`config.mk`:
```
export PLATFORM = sky130hd
export DESIGN_NAME = cfg_regbank
export DESIGN_NICKNAME = d
export VERILOG_FILES = /design/src/rtl/cfg_regbank_pkg.sv /design/src/rtl/cfg_index_decode.sv /design/src/rtl/cfg_burst_seq.sv /design/src/rtl/cfg_chan_regs.sv /design/src/rtl/cfg_pwr_merge.sv /design/src/rtl/cfg_regbank.sv
export SDC_FILE = /design/constraint.sdc
export NUM_CORES = 1
export LEC_CHECK = 0
export CELL_PAD_IN_SITES_DETAIL_PLACEMENT = 1
export CELL_PAD_IN_SITES_GLOBAL_PLACEMENT = 2
export CORE_MARGIN = 3
export CORE_UTILIZATION = 39
export DETAILED_ROUTE_END_ITERATION = 7
export DONT_BUFFER_PORTS = 1
export GPL_TIMING_DRIVEN = 1
export PLACE_DENSITY = 0.78
export SYNTH_ARGS = -nofsm -noshare
export SYNTH_HDL_FRONTEND = slang
export SYNTH_SLANG_ARGS = --single-unit
```
`constraint.sdc`:
```
create_clock -name clk -period 3.1 [get_ports clk]
set_input_delay 0.155 -clock clk [delete_from_list [all_inputs] [get_ports clk]]
set_output_delay 0.155 -clock clk [all_outputs]
set_load 0.02 [all_outputs]
```
`src/rtl/cfg_regbank_pkg.sv`:
```
// Package: shared address map, types and decode functions for the
// channel-indexed configuration register bank.
// Assumes 8-bit addresses and data.
package cfg_regbank_pkg;

    localparam logic [7:0] A_CTRL  = 8'h00;
    localparam logic [7:0] A_BEND  = 8'h02;
    localparam logic [7:0] A_ID    = 8'h08;
    localparam logic [7:0] A_VER   = 8'h09;
    localparam logic [7:0] A_IDX   = 8'h10;
    localparam logic [7:0] A_OFFC  = 8'h20;
    localparam logic [7:0] A_OFFF  = 8'h21;
    localparam logic [7:0] A_GC    = 8'h22;
    localparam logic [7:0] A_GM    = 8'h23;
    localparam logic [7:0] A_GF    = 8'h24;
    localparam logic [7:0] A_PMODE = 8'h25;
    localparam logic [7:0] ERR_BYTE = 8'hAD;

    typedef enum logic [1:0] {
        PM_NORMAL = 2'b00,
        PM_NAP    = 2'b01,
        PM_SLEEP  = 2'b10
    } pm_t;

    typedef struct packed {
        logic [7:0] offc;
        logic [7:0] offf;
        logic [3:0] gc;
        logic [7:0] gm;
        logic [7:0] gf;
    } trim_t;

    localparam trim_t TRIM_DEF = '{offc: 8'h80, offf: 8'h80, gc: 4'h0,
                                   gm: 8'h80, gf: 8'h80};

    // Three-state pin to power mode; the unused pin value maps to normal.
    function automatic pm_t pin_decode(input logic [1:0] p);
        case (p)
            2'b01:   return PM_NAP;
            2'b10:   return PM_SLEEP;
            default: return PM_NORMAL;
        endcase
    endfunction

    // Register power code to power mode; codes not listed map to normal.
    function automatic pm_t code_decode(input logic [2:0] c);
        case (c)
            3'b010:  return PM_NAP;
            3'b100:  return PM_SLEEP;
            default: return PM_NORMAL;
        endcase
    endfunction

    // True for addresses in the per-channel window.
    function automatic logic is_indexed(input logic [7:0] a);
        return (a >= A_OFFC) && (a <= A_PMODE);
    endfunction

endpackage

```
`src/rtl/cfg_index_decode.sv`:
```
// Index decode: turns the index byte into a valid flag and a channel
// number. Valid only when exactly one bit below NCH is set and no bit
// at or above NCH is set.
module cfg_index_decode #(
    parameter int NCH = 2,
    localparam int CHW = (NCH > 1) ? $clog2(NCH) : 1
) (
    input  logic [7:0]     idx,
    output logic           valid,
    output logic [CHW-1:0] ch
);
    logic [3:0] cnt;
    logic       upper;

    // Count the selecting bits and flag any bit above the channel range.
    always_comb begin
        cnt   = 4'd0;
        upper = 1'b0;
        ch    = '0;
        for (int i = 0; i < 8; i++) begin
            if (idx[i]) begin
                if (i < NCH) begin
                    cnt = cnt + 4'd1;
                    ch  = CHW'(i);
                end else begin
                    upper = 1'b1;
                end
            end
        end
        valid = !upper && (cnt == 4'd1);
    end
endmodule

```
`src/rtl/cfg_burst_seq.sv`:
```
// Burst sequencer: holds the auto-incrementing address pointer. A start
// pulse captures the start address. Each access during a burst advances
// the pointer, and the access made at the end address finishes the burst.
// Assumes start and access are not pulsed in the same cycle.
module cfg_burst_seq (
    input  logic       clk,
    input  logic       rst_n,
    input  logic       soft_rst,
    input  logic       go,
    input  logic [7:0] start_addr,
    input  logic [7:0] end_addr,
    input  logic       access,
    output logic       busy,
    output logic [7:0] ptr
);
    // Pointer and busy flag sequencing.
    always_ff @(posedge clk) begin
        if (!rst_n) begin
            busy <= 1'b0;
            ptr  <= 8'h00;
        end else if (soft_rst) begin
            busy <= 1'b0;
        end else if (go) begin
            busy <= 1'b1;
            ptr  <= start_addr;
        end else if (busy && access) begin
            if (ptr == end_addr) begin
                busy <= 1'b0;
            end else begin
                ptr <= ptr + 8'd1;
            end
        end
    end
endmodule

```
`src/rtl/cfg_chan_regs.sv`:
```
// One channel's registers: live trims, a saved calibration copy, and the
// power code. Writes are pre-qualified by the top (channel selected,
// address in window); woff is the low three address bits (0..5).
// A soft reset restores the live trims from the saved copy and leaves
// the power code unchanged.
module cfg_chan_regs
    import cfg_regbank_pkg::*;
(
    input  logic       clk,
    input  logic       rst_n,
    input  logic       soft_rst,
    input  logic       wr_en,
    input  logic [2:0] woff,
    input  logic [7:0] wdata,
    input  logic       cal_ld,
    input  trim_t      cal_val,
    output trim_t      trims,
    output logic [2:0] pcode
);
    trim_t saved;

    // Saved copy of the latest calibration result.
    always_ff @(posedge clk) begin
        if (!rst_n)      saved <= TRIM_DEF;
        else if (cal_ld) saved <= cal_val;
    end

    // Live trims: calibration load, then register writes override fields.
    always_ff @(posedge clk) begin
        if (!rst_n) begin
            trims <= TRIM_DEF;
        end else if (soft_rst) begin
            trims <= saved;
        end else begin
            if (cal_ld) trims <= cal_val;
            if (wr_en) begin
                case (woff)
                    3'd0:    trims.offc <= wdata;
                    3'd1:    trims.offf <= wdata;
                    3'd2:    trims.gc   <= wdata[3:0];
                    3'd3:    trims.gm   <= wdata;
                    3'd4:    trims.gf   <= wdata;
                    default: ;
                endcase
            end
        end
    end

    // Power code: cleared only by hard reset.
    always_ff @(posedge clk) begin
        if (!rst_n)                        pcode <= 3'b000;
        else if (wr_en && woff == 3'd5)    pcode <= wdata[2:0];
    end
endmodule

```
`src/rtl/cfg_pwr_merge.sv`:
```
// Power merge for one channel: code 000 hands control to the shared pin,
// any other code selects the channel's own register setting.
module cfg_pwr_merge
    import cfg_regbank_pkg::*;
(
    input  logic [1:0] pin,
    input  logic [2:0] code,
    output logic [1:0] mode
);
    // Select pin or register source.
    always_comb begin
        if (code == 3'b000) mode = pin_decode(pin);
        else                mode = code_decode(code);
    end
endmodule

```
`src/rtl/cfg_regbank.sv`:
```
// Top of the channel-indexed configuration register bank. Decodes
// register cycles from a serial front end, steers the per-channel window
// through the index register, sequences bursts, returns registered read
// data one cycle after the strobe, and merges the power pin with the
// per-channel power codes. Assumes one strobe per access and that
// burst_go never coincides with an access.
module cfg_regbank
    import cfg_regbank_pkg::*;
#(
    parameter int         NCH      = 2,
    parameter logic [7:0] CHIP_ID  = 8'h5A,
    parameter logic [7:0] CHIP_VER = 8'h03,
    localparam int        CHW      = (NCH > 1) ? $clog2(NCH) : 1
) (
    input  logic             clk,
    input  logic             rst_n,
    input  logic [7:0]       addr,
    input  logic [7:0]       wdata,
    input  logic             wr_en,
    input  logic             rd_en,
    output logic [7:0]       rdata,
    input  logic             burst_go,
    output logic             burst_busy,
    input  logic             cal_load,
    input  logic [CHW-1:0]   cal_ch,
    input  logic [7:0]       cal_offc,
    input  logic [7:0]       cal_offf,
    input  logic [3:0]       cal_gc,
    input  logic [7:0]       cal_gm,
    input  logic [7:0]       cal_gf,
    input  logic [1:0]       pin_mode,
    output logic [2*NCH-1:0] pwr_mode
);
    logic [7:0]     burst_ptr;
    logic [7:0]     eff_addr;
    logic [7:0]     idx_q;
    logic [7:0]     burst_end_q;
    logic           idx_valid;
    logic [CHW-1:0] idx_ch;
    logic           soft_rst;
    logic           win_wr;
    logic [7:0]     rd_val;
    trim_t          cal_val;
    trim_t          trims_a [NCH];
    logic [2:0]     pcode_a [NCH];

    assign eff_addr = burst_busy ? burst_ptr : addr;
    assign soft_rst = wr_en && (eff_addr == A_CTRL) && wdata[0];
    assign win_wr   = wr_en && is_indexed(eff_addr) && idx_valid;
    assign cal_val  = '{offc: cal_offc, offf: cal_offf, gc: cal_gc,
                        gm: cal_gm, gf: cal_gf};

    cfg_burst_seq u_burst (
        .clk(clk), .rst_n(rst_n), .soft_rst(soft_rst), .go(burst_go),
        .start_addr(addr), .end_addr(burst_end_q),
        .access(wr_en || rd_en), .busy(burst_busy), .ptr(burst_ptr)
    );

    cfg_index_decode #(.NCH(NCH)) u_idx (
        .idx(idx_q), .valid(idx_valid), .ch(idx_ch)
    );

    // Index register: cleared by both resets.
    always_ff @(posedge clk) begin
        if (!rst_n || soft_rst)                    idx_q <= 8'h00;
        else if (wr_en && eff_addr == A_IDX)       idx_q <= wdata;
    end

    // Burst-end register: cleared by both resets.
    always_ff @(posedge clk) begin
        if (!rst_n || soft_rst)                    burst_end_q <= 8'h00;
        else if (wr_en && eff_addr == A_BEND)      burst_end_q <= wdata;
    end

    for (genvar g = 0; g < NCH; g++) begin : g_ch
        logic sel;
        assign sel = (idx_ch == CHW'(g));

        cfg_chan_regs u_regs (
            .clk(clk), .rst_n(rst_n), .soft_rst(soft_rst),
            .wr_en(win_wr && sel), .woff(eff_addr[2:0]), .wdata(wdata),
            .cal_ld(cal_load && cal_ch == CHW'(g)), .cal_val(cal_val),
            .trims(trims_a[g]), .pcode(pcode_a[g])
        );

        cfg_pwr_merge u_pwr (
            .pin(pin_mode), .code(pcode_a[g]), .mode(pwr_mode[2*g +: 2])
        );
    end

    // Read mux over shared and indexed registers.
    always_comb begin
        rd_val = 8'h00;
        if (is_indexed(eff_addr)) begin
            if (!idx_valid) begin
                rd_val = ERR_BYTE;
            end else begin
                case (eff_addr)
                    A_OFFC:  rd_val = trims_a[idx_ch].offc;
                    A_OFFF:  rd_val = trims_a[idx_ch].offf;
                    A_GC:    rd_val = {4'h0, trims_a[idx_ch].gc};
                    A_GM:    rd_val = trims_a[idx_ch].gm;
                    A_GF:    rd_val = trims_a[idx_ch].gf;
                    default: rd_val = {5'b0, pcode_a[idx_ch]};
                endcase
            end
        end else begin
            case (eff_addr)
                A_BEND:  rd_val = burst_end_q;
                A_ID:    rd_val = CHIP_ID;
                A_VER:   rd_val = CHIP_VER;
                A_IDX:   rd_val = idx_q;
                default: rd_val = 8'h00;
            endcase
        end
    end

    // Registered read data.
    always_ff @(posedge clk) begin
        if (!rst_n)     rdata <= 8'h00;
        else if (rd_en) rdata <= rd_val;
    end
endmodule

```
==> results_dict.tcl <==
set metrics [dict create \
    crit_slowest_cell "or4_1" \
    drive_gt1_frac 0.149 \
    synth_area_leaders "dfxtp_1 38%, nand2_1 12%, mux2i_1 7.7%" \
    cts_num_sinks 183 \
    period_share 0.983 \
    postPlaceCellArea_um2 10000 \
    insertion_delay_ps 450 \
    muxShareOfSynthArea 0.0932 \
    worstPathArrival_ps 3380 \
    hold_path_class "in2reg" \
    max_freq_mhz 328 \
    avgSynthCellArea_um2 8.28 \
    cts-root-buf "clkbuf_16" \
    post-route-drc-count 0 \
    ys_warn_count 0 \
    routed_wl_um 35000 \
    irDropWorstVdd_v 0.000367 \
    fin_area_um2 11200 \
    start_kind "flop" \
    clk_pin_slew_ps 80 \
    power.switching_mw 1.59 \
    skew_ps 11.2 \
    total_power_mw 5.54 \
    cts_tree "yes" \
    power.internal_mw 3.95 \
    power.share.clock 0.403 \
    synthAdderAreaFrac 0.00131 \
    grt_start_max_net_pins 60 \
    synthArstFlopShare 0 \
    setup_viol 0 \
    synth_cell_types 72 \
    post-route-util 0.472 \
    synth-simple-area-share 0.237 \
    grt_pass1_vias 9219 \
    grt_overflow 0 \
    slowest_delay_ps 690 \
    grt_pass1_wl_um 53900 \
    post_synth_instance_area_um2 9540 \
    cts_made_buffers 17 \
    die_area_um2 26400 \
    setup.worst_path.class "reg2reg" \
    synth_top_area_cell "dfxtp_1" \
    io_buffers 0 \
    clockBufferDepth 2 \
    pwr_density_cell_nw_per_um2 495 \
    final_nets 1251 \
    final_antenna_net_count 0 \
    drtIter0Drc 634 \
    p_seq_frac 0.459 \
    fp.dieH_um 162 \
    htreeDepth 4 \
    synthXorXnorAreaFrac 0.00827 \
    drt-pass1-iter-count 6 \
    placed_cells 1430 \
    worst_pin_slew_ps 1170 \
    syn-instance-count 1152 \
    synth_top_family_by_area "simple AND/OR/NAND/NOR gates" \
    path_cells "or4b_1 -> and2_1 -> or4_1 -> nand2_2 -> buf_12 -> o2bb2ai_1" \
    synth_compound_area_frac 0.229 \
    gp_congestion 0.871 \
    cp_max_fo 18 \
    track_usage 0.263 \
    io_pins 74 \
    dp_hpwl_um 22800 \
    pwr-share-comb 0.138 \
    netlist.area_leader.share 0.384 \
    slew_violations 0 \
    required_ps 3430 \
    synth_edf_count 0 \
    final_cells 1522 \
    antenna_found_initial 3 \
    synth.yosys.seq_area_share 0.384 \
    hold_viol 0 \
    switching_share 0.287 \
    p_leak_nw 3.99 \
    core_area_um2 23800 \
    yosys_most_used_dff "dfxtp_1" \
    cts_setup_buffers 0 \
    wire_per_inst_um 23.0 \
    synth.net_count 1214 \
    area_growth_pct 17.5 \
    via_count 8955 \
    synth_seq_cells 183 \
    period_needed_ps 3050 \
    die_x_um 162 \
    fp-row-count 56 \
    cap_violations 0 \
    final.setup.tns_ps 0 \
    rsz0062_at_grt "no" \
    cp-end-kind "flop" \
    viasPerCell 5.88 \
    slew_headroom 0.215 \
    status "completed" \
    initial_core_util 0.401 \
]
-- registers in the layout (all words and copies together), names as in the netlist --
| register | cells |
|---|---|
| u_burst.ptr | 8 |
| idx_q | 8 |
| g_ch.u_regs.saved | 72 |
| rdata | 8 |
| g_ch.u_regs.trims | 72 |
| u_burst.busy | 1 |
| burst_end_q | 8 |
| g_ch.u_regs.pcode | 6 |
-- logic make-up (layout without fill, tap and decap cells) --
kind of cell / Yosys count / count (layout)
buffers and inverters: 99 / 148
AND/OR/NAND/NOR: 489 / 489
AO/OA/AOI/OAI: 284 / 284
other: 0 / 2
adder cells (fa/ha/maj): 1 / 1
flip-flops: 183 / 183
multiplexers: 87 / 87
XOR/XNOR: 9 / 9
-- through the flow --
stage          worst slack, ps  hold slack [ps]
2_1_floorplan              587              272
3_3_place_gp               231              233
3_5_place_dp               146              241
4_1_cts                    134             6.53
5_1_grt                   10.1             14.4
6_report                  51.7             11.0
-- path summary, 6_finish.rpt --
| kind | from | to | slack (ps) | depth (start not counted) |
|---|---|---|---|---|
| worst max-delay path | u_burst.busy | g_ch[0].u_regs.trims[25] | 50 | 6 |
| worst min-delay path | rd_en | rdata[2] | 10 | 2 |
| worst max register to register | u_burst.busy | g_ch[0].u_regs.trims[25] | 50 | 6 |
| worst min register to register | g_ch[0].u_regs.saved[21] | g_ch[0].u_regs.saved[21] | 460 | 2 |
-- routing by layer --
metal / vias up / routed length [um] / part of all wire / GRT usage
li1: 4198 / - / - / -
met1: 4518 / 15600 / 0.44 / 0.340
met2: 191 / 17200 / 0.49 / 0.451
met3: 46 / 1480 / 0.042 / 0.0483
met4: 2 / 695 / 0.020 / 0.0729
met5: - / 14 / 0.00040 / 0
-- Yosys cell counts (8+ instances only) --
cell and number:
o21ai_0 33, a32o_1 28, a21oi_1 99, a2bb2oi_1 8, xor2_1 9, buf_2 13
clkbuf_1 66, o2bb2ai_2 20, mux2i_1 73, buf_1 8, nand2_1 302, o31ai_1 9
o2bb2ai_1 16, mux2_2 14, dfxtp_1 183, nor3_1 12, nor2_1 30, nand3_1 53
or2_2 31
-- timing repair --
action | CTS | global route
endpoints found under the hold margin | 181 | 0
hold buffers | 59 | 0
gates resized for setup | 0 | 0
setup endpoints to repair | 0 | 0
-- cell usage in the layout, fill, tap and decap left out, types with 6 or more instances in the layout --
master           n
nor2b_1          6
nor3_1          12
xor2_1           9
o2111ai_1        7
a22oi_1          7
mux2_2          14
mux2i_1         73
a2bb2oi_1        8
o2bb2ai_2       20
o31ai_1          9
o22ai_1          7
a211oi_1         7
o21ai_0         33
a21oi_1         99
clkbuf_16       17
nor2_1          29
nand2_1        301
nand3_1         53
dlygate4sd3_1   59
buf_4           47
o2bb2ai_1       16
buf_12           8
a32o_1          28
dfxtp_1        182
or2_2           31
o311ai_0         6
-- power groups by stage --
stage	Sequential, mW	Combinational (mW)	Clock [mW]
2_1_floorplan	2.57	0.491	0
5_1_grt	2.56	0.829	2.36
6_report	2.54	0.765	2.23
4_1_cts	2.54	0.757	2.26
3_3_place_gp	2.59	0.624	0
3_5_place_dp	2.60	0.641	0
-- cell type report --
| cell class | count | area [um2] |
|---|---|---|
| repair buffers | 114 | 1100 |
| multi-input cells | 870 | 5440 |
| clock inverters | 12 | 143 |
| diodes | 2 | 5.00 |
| inverters | 3 | 11.3 |
| clock buffers | 19 | 433 |
| well taps | 319 | 399 |
| flip-flops and latches | 183 | 3660 |
| fillers | 2837 | 12600 |
-- critical path: cells and delay by family, from the launching register on --
kind / cells / cell delay, ps
compound gates: 1 / 80
buf+inv: 1 / 220
simple gates: 4 / 1920
flops: 1 / 680
Power figures use the tool's default switching activity.
